==> config.mk <==
export PLATFORM = sky130hd
export DESIGN_NAME = pwrdn_ctrl
export DESIGN_NICKNAME = d
export VERILOG_FILES = /design/src/rtl/pwrdn_pkg.sv /design/src/rtl/irq_sense.sv /design/src/rtl/status_bits.sv /design/src/rtl/sleep_fsm.sv /design/src/rtl/pwrdn_ctrl.sv
export SDC_FILE = /design/constraint.sdc
export NUM_CORES = 1
export LEC_CHECK = 0
export CORE_AREA = 2 2 39 41
export DETAILED_ROUTE_END_ITERATION = 12
export DIE_AREA = 0 0 41 43
export SLEW_MARGIN = 30
export SYNTH_ARGS = -nofsm -noshare
export SYNTH_HDL_FRONTEND = slang
export SYNTH_SLANG_ARGS = --single-unit
==> constraint.sdc <==
create_clock -name clk -period 1 [get_ports clk]
set_input_delay 0.1 -clock clk [delete_from_list [all_inputs] [get_ports clk]]
set_output_delay 0.1 -clock clk [all_outputs]
set_load 0.1 [all_outputs]
==> src/rtl/pwrdn_pkg.sv <==
package pwrdn_pkg;

  typedef enum logic {
    ST_RUN   = 1'b0,
    ST_SLEEP = 1'b1
  } pd_state_e;

  typedef struct packed {
    logic enter_sleep;
    logic wdt_wake;
    logic irq_wake;
    logic clr_cmd;
  } pd_evt_t;

endpackage

==> src/rtl/irq_sense.sv <==
module irq_sense #(
  parameter int N_IRQ = 4
) (
  input  logic [N_IRQ-1:0] irq_flag,
  input  logic [N_IRQ-1:0] irq_en,
  output logic             pending
);
  localparam int LAST = N_IRQ - 1;

  logic [N_IRQ-1:0] hit;
  logic [N_IRQ-1:0] acc;

  genvar g;
  generate
    for (g = 0; g < N_IRQ; g++) begin : g_src
      assign hit[g] = irq_flag[g] & irq_en[g];
      if (g == 0) begin : g_first
        assign acc[g] = hit[g];
      end else begin : g_rest
        assign acc[g] = acc[g-1] | hit[g];
      end
    end
  endgenerate

  assign pending = acc[LAST];

  always_comb begin
    // a masked flag alone never raises the pending condition
    a_r8_masked: assert ((irq_en != '0) || !pending);
  end
endmodule

==> src/rtl/status_bits.sv <==
module status_bits
  import pwrdn_pkg::*;
(
  input  logic    clk,
  input  logic    rst_n,
  input  pd_evt_t evt,
  output logic    pd_bit,
  output logic    to_bit
);
  logic pd_q, to_q;

  always_ff @(posedge clk or negedge rst_n) begin
    if (!rst_n) begin
      pd_q <= 1'b1;
      to_q <= 1'b1;
    end else begin
      if (evt.clr_cmd) begin
        pd_q <= 1'b1;
        to_q <= 1'b1;
      end else if (evt.enter_sleep) begin
        pd_q <= 1'b0;
        to_q <= 1'b1;
      end else if (evt.wdt_wake) begin
        to_q <= 1'b0;
      end
    end
  end

  assign pd_bit = pd_q;
  assign to_bit = to_q;

  a_r2_pd_drop: assert property (@(posedge clk) disable iff (!rst_n)
    $fell(pd_q) |-> $past(evt.enter_sleep));

  a_r5_to_drop: assert property (@(posedge clk) disable iff (!rst_n)
    $fell(to_q) |-> $past(evt.wdt_wake));
endmodule

==> src/rtl/sleep_fsm.sv <==
module sleep_fsm
  import pwrdn_pkg::*;
(
  input  logic    clk,
  input  logic    rst_n,
  input  logic    sleep_req,
  input  logic    clrwdt_req,
  input  logic    ext_rst_n,
  input  logic    wdt_timeout,
  input  logic    wdt_en,
  input  logic    pending,
  input  logic    gie,
  output pd_evt_t evt,
  output logic    asleep,
  output logic    wdt_clr,
  output logic    dev_rst,
  output logic    wake,
  output logic    vec_req
);
  pd_state_e st_q, st_d;
  logic      wdt_clr_q, dev_rst_q, wake_q, vec_pend_q, vec_req_q;
  logic      in_run, in_sleep, ext_ok;

  assign in_run   = (st_q == ST_RUN);
  assign in_sleep = (st_q == ST_SLEEP);
  assign ext_ok   = ext_rst_n;

  always_comb begin
    evt             = '0;
    evt.enter_sleep = in_run & ext_ok & sleep_req & ~pending;
    evt.clr_cmd     = in_run & ext_ok & clrwdt_req & ~sleep_req;
    evt.wdt_wake    = in_sleep & ext_ok & wdt_en & wdt_timeout;
    evt.irq_wake    = in_sleep & ext_ok & ~evt.wdt_wake & pending;
  end

  always_comb begin
    st_d = st_q;
    if (!ext_ok)                            st_d = ST_RUN;
    else if (evt.enter_sleep)               st_d = ST_SLEEP;
    else if (evt.wdt_wake || evt.irq_wake)  st_d = ST_RUN;
  end

  always_ff @(posedge clk or negedge rst_n) begin
    if (!rst_n) begin
      st_q       <= ST_RUN;
      wdt_clr_q  <= 1'b0;
      dev_rst_q  <= 1'b0;
      wake_q     <= 1'b0;
      vec_pend_q <= 1'b0;
      vec_req_q  <= 1'b0;
    end else begin
      st_q       <= st_d;
      wdt_clr_q  <= evt.enter_sleep | evt.clr_cmd;
      dev_rst_q  <= ~ext_ok;
      wake_q     <= evt.wdt_wake | evt.irq_wake;
      vec_pend_q <= evt.irq_wake & gie;
      vec_req_q  <= vec_pend_q & ext_ok;
    end
  end

  assign asleep  = in_sleep;
  assign wdt_clr = wdt_clr_q;
  assign dev_rst = dev_rst_q;
  assign wake    = wake_q;
  assign vec_req = vec_req_q;

  a_r3_noop_stays: assert property (@(posedge clk) disable iff (!rst_n)
    (in_run && ext_rst_n && sleep_req && pending) |=> (st_q == ST_RUN));

  a_r4_rst_awake: assert property (@(posedge clk) disable iff (!rst_n)
    dev_rst_q |-> (st_q == ST_RUN && !wake_q));

  a_r7_wake_from_sleep: assert property (@(posedge clk) disable iff (!rst_n)
    wake_q |-> $past(st_q == ST_SLEEP));

  a_r9_vec_after_wake: assert property (@(posedge clk) disable iff (!rst_n)
    vec_req_q |-> $past(wake_q));

  a_r11_clr_only_awake: assert property (@(posedge clk) disable iff (!rst_n)
    wdt_clr_q |-> $past(st_q == ST_RUN));
endmodule

==> src/rtl/pwrdn_ctrl.sv <==
module pwrdn_ctrl
  import pwrdn_pkg::*;
#(
  parameter int N_IRQ = 4
) (
  input  logic             clk,
  input  logic             rst_n,
  input  logic             sleep_req,
  input  logic             clrwdt_req,
  input  logic             ext_rst_n,
  input  logic             wdt_timeout,
  input  logic             wdt_en,
  input  logic [N_IRQ-1:0] irq_flag,
  input  logic [N_IRQ-1:0] irq_en,
  input  logic             gie,
  output logic             asleep,
  output logic             osc_en,
  output logic             wdt_clr,
  output logic             pd_bit,
  output logic             to_bit,
  output logic             dev_rst,
  output logic             wake,
  output logic             vec_req
);
  logic    pending;
  pd_evt_t evt;

  irq_sense #(.N_IRQ(N_IRQ)) u_sense (
    .irq_flag (irq_flag),
    .irq_en   (irq_en),
    .pending  (pending)
  );

  sleep_fsm u_fsm (
    .clk         (clk),
    .rst_n       (rst_n),
    .sleep_req   (sleep_req),
    .clrwdt_req  (clrwdt_req),
    .ext_rst_n   (ext_rst_n),
    .wdt_timeout (wdt_timeout),
    .wdt_en      (wdt_en),
    .pending     (pending),
    .gie         (gie),
    .evt         (evt),
    .asleep      (asleep),
    .wdt_clr     (wdt_clr),
    .dev_rst     (dev_rst),
    .wake        (wake),
    .vec_req     (vec_req)
  );

  status_bits u_stat (
    .clk    (clk),
    .rst_n  (rst_n),
    .evt    (evt),
    .pd_bit (pd_bit),
    .to_bit (to_bit)
  );

  assign osc_en = ~asleep;

  a_r12_wdt_first: assert property (@(posedge clk) disable iff (!rst_n)
    (asleep && ext_rst_n && wdt_en && wdt_timeout) |=> (!to_bit && !vec_req));
endmodule

==> qor.txt <==
Crit path cell chain - buf_6 > clkinvlp_4 > buf_12
Initial cell density of the core - 0.2495
Iter 0 DRT Violations - 1
Violated checks - negative setup slack
Share of layout cells above drive strength 1 - 0.4615
Number of primary I/O pins - 24
Kind of cell with the highest combined delay on the critical path - flip-flops
Slowest-stage cell, CP - sky130_fd_sc_hd__dfrtp_4
Total global-route track usage - 0.1206
Crit path kind - register to primary output
Least-Margin Pin Slew - 0.3567 ns
Clock transition at the register clock pins on the worst setup and hold paths after CTS - 0.06 ns
Count of endpoints failing setup in the final report - 8
Height of the die - 43 µm
H-Tree Depth - 1
Clock period minus final worst setup slack - 1.198 ns
Capture point of the worst reg-to-reg path - u_stat.to_bit$_DFFE_PN1P_
Vias per std cell - 4.506
Total wire length after detailed routing - 847 µm
Overall Power - 1.040 mW
Commonest cells after routing, fill and taps aside - sky130_fd_sc_hd__clkdlybuf4s50_1, sky130_fd_sc_hd__buf_4, sky130_fd_sc_hd__buf_12, sky130_fd_sc_hd__dfrtp_1, sky130_fd_sc_hd__dlygate4sd2_1
Flops & latches, synth - 8
Setup repair after global routing missed its margin - true
Pin count of the biggest net entering global routing - 9
Final Net Count - 82
Required time worst endpoint - 0.90 ns
Number of cell instances on the worst register-to-register path - 4
Hold slack final - 0.1151 ns
Critical path arrival - 1.10 ns
VDD IR-drop max - 0.5981 mV
Total CTS buffers - 3
First-pass GRT wire length - 1442 µm
Crit share post-route - 1.198
Endpoints failing hold - 0
Count of buffers inserted at the top-level ports - 23
Number of maximum-capacitance violations - 0
Proportion of synthesized chip area in sequential cells - 0.5870
Final cell utilization of the core - 0.5823
Achievable clock frequency - 834.5 MHz
Reg2reg start - u_fsm.asleep$_DFFE_PN0P_
Distinct cell type count of the synthesized netlist - 18
Total number of placement rows - 14
Initial antenna violation count - 0
Total number of vias - 365
Via count of the first global-routing pass - 371
Area of the core - 1384 µm²
Rel. slew slack - 0.7622
Number of nets in the synthesized netlist - 44
Post-synthesis average cell area - 12.33 µm²
Worst setup margin - -0.1983 ns
DRC violation count after routing - 0
Post-synthesis cell type with the largest combined area - sky130_fd_sc_hd__dfrtp_1
Total die area - 1763 µm²
Overflow after GRT - 0
Clock insertion delay at the later pin of the skew report - 0.25 ns
Horizontal die dimension - 41 µm
Total number of clock tree sinks - 8
Clk_skew - 0.005036 ns
Top post-synthesis cells by area - sky130_fd_sc_hd__dfrtp_1, sky130_fd_sc_hd__dfstp_2, sky130_fd_sc_hd__a221oi_4
Number of warnings printed during yosys synthesis - 0
TritonCTS clock tree - done
Proportion of netlist area held by the largest area contributor - 0.4348
Final ANT Viol Nets - 0
Combined buffer and inverter count along the critical path - 3
Routed length per placed instance - 10.46 µm
Worst-path maximum fanout - 3
Number of detailed-routing iterations run before antenna repair - 4
Mapped Cells - 28
Post-Syn Area - 345.3 µm²
Most common library cell in the layout ignoring fill and taps - sky130_fd_sc_hd__clkdlybuf4s50_1
Finished layout cell area - 805.8 µm²
Startpoint type of the worst setup path - register
Total power divided by cell area - 1291 nW/µm²
Maximum buffer depth of the clock tree - 2
Static Leak - 0.3601 nW
Weighted congestion at the end of routability-driven global placement - 0.7215
Worst hold-check path type - input pin to asynchronous set/reset pin
Area of placed instances - 754.5 µm²
Reg2reg setup slack - -0.12 ns
Post-placement worst setup slack - -0.3600 ns
CP peak stage delay - 0.48 ns
Antenna diode count - 0
Critical Path End Type - primary output
Synthesis-to-finish area growth - 133.3%
CTS Hold Buffers Added - 0
Final-report max-slew violation count - 0
Clock root cell - sky130_fd_sc_hd__clkbuf_4
Run status - complete, but fails checks
## area by class of cell
cell class                      instances  area (µm²)
Fill cell                             123       578.1
Timing Repair Buffer                   33       384.1
Sequential cell                         8       210.2
Multi-Input combinational cell         17       150.1
Clock buffer                            4       26.28
Tap cell                               16       20.02
Inverter                                3       15.01
## power breakdown
group,switching (mW),internal (mW)
registers,0.0190,0.359
logic,0.224,0.179
clock network,0.106,0.152
total,0.350,0.690
## worst reg2reg max path: stages, from the launching register on
cell and delay, ns:
sky130_fd_sc_hd__dfrtp_4 0.41, sky130_fd_sc_hd__buf_4 0.13, sky130_fd_sc_hd__nor2b_4 0.05, sky130_fd_sc_hd__buf_4 0.13, sky130_fd_sc_hd__a311o_1 0.33
## how the worst max path moves through the flow
stage                                   from                       end  slack [ns]  cells after the start
CTS                 u_fsm.asleep$_DFFE_PN0P_                    osc_en       -0.20                      3
finish              u_fsm.asleep$_DFFE_PN0P_                    osc_en       -0.20                      3
global placement                 irq_flag[0]  u_fsm.asleep$_DFFE_PN0P_       -0.34                      4
detailed placement               irq_flag[0]  u_fsm.asleep$_DFFE_PN0P_       -0.36                      4
global route        u_fsm.asleep$_DFFE_PN0P_                    osc_en       -0.22                      3
floorplan           u_fsm.asleep$_DFFE_PN0P_                    osc_en       -0.27                      1
## state kept, by name (all words and copies together), names as in the netlist
register / cells
u_fsm.vec_pend_q: 1
u_fsm.vec_req: 1
u_fsm.wdt_clr: 1
u_fsm.asleep: 1
u_stat.pd_bit: 1
u_fsm.wake: 1
u_stat.to_bit: 1
u_fsm.dev_rst: 1
## cells by family after synthesis
group / after synthesis / synth area share
AO/OA/AOI/OAI: 9 / 0.2609
buffers and inverters: 3 / 0.03261
AND/OR/NAND/NOR: 8 / 0.1196
flip-flops: 8 / 0.5869
## synthesized netlist by cell type
cell and number:
sky130_fd_sc_hd__a221oi_4 1, sky130_fd_sc_hd__and2_1 1, sky130_fd_sc_hd__nand3_1 1, sky130_fd_sc_hd__inv_1 3, sky130_fd_sc_hd__nand4_1 1, sky130_fd_sc_hd__nor2b_1 1
sky130_fd_sc_hd__o2111a_1 1, sky130_fd_sc_hd__a31oi_1 2, sky130_fd_sc_hd__a311o_1 1, sky130_fd_sc_hd__o21a_1 1, sky130_fd_sc_hd__nor2_1 1, sky130_fd_sc_hd__dfrtp_1 6
sky130_fd_sc_hd__a21oi_1 1, sky130_fd_sc_hd__nand2_1 2, sky130_fd_sc_hd__and3_1 1, sky130_fd_sc_hd__a22o_1 1, sky130_fd_sc_hd__dfstp_2 2, sky130_fd_sc_hd__a31o_1 1
## through the flow
stage | setup TNS, ns | std cells
global route | -1.129 | 81
floorplan | -0.8609 | 28
CTS | -0.8919 | 81
detailed placement | -1.912 | 74
finish | -0.9212 | 81
global placement | -1.810 | 74
## routing by layer
layer	global-route usage	routed length, µm	vias to the layer above
met1	0.1523	354	173
met4	0.04000	0	0
met5	0	0	-
li1	-	-	180
met2	0.1813	436	12
met3	0.04712	56	0
## timing repair
action	in CTS	in global routing
buffers inserted	3	0
pin swaps	3	3
endpoints found under the hold margin	0	0
setup endpoints to repair	10	10
resized for setup	5	1
Power figures use the tool's default switching activity.
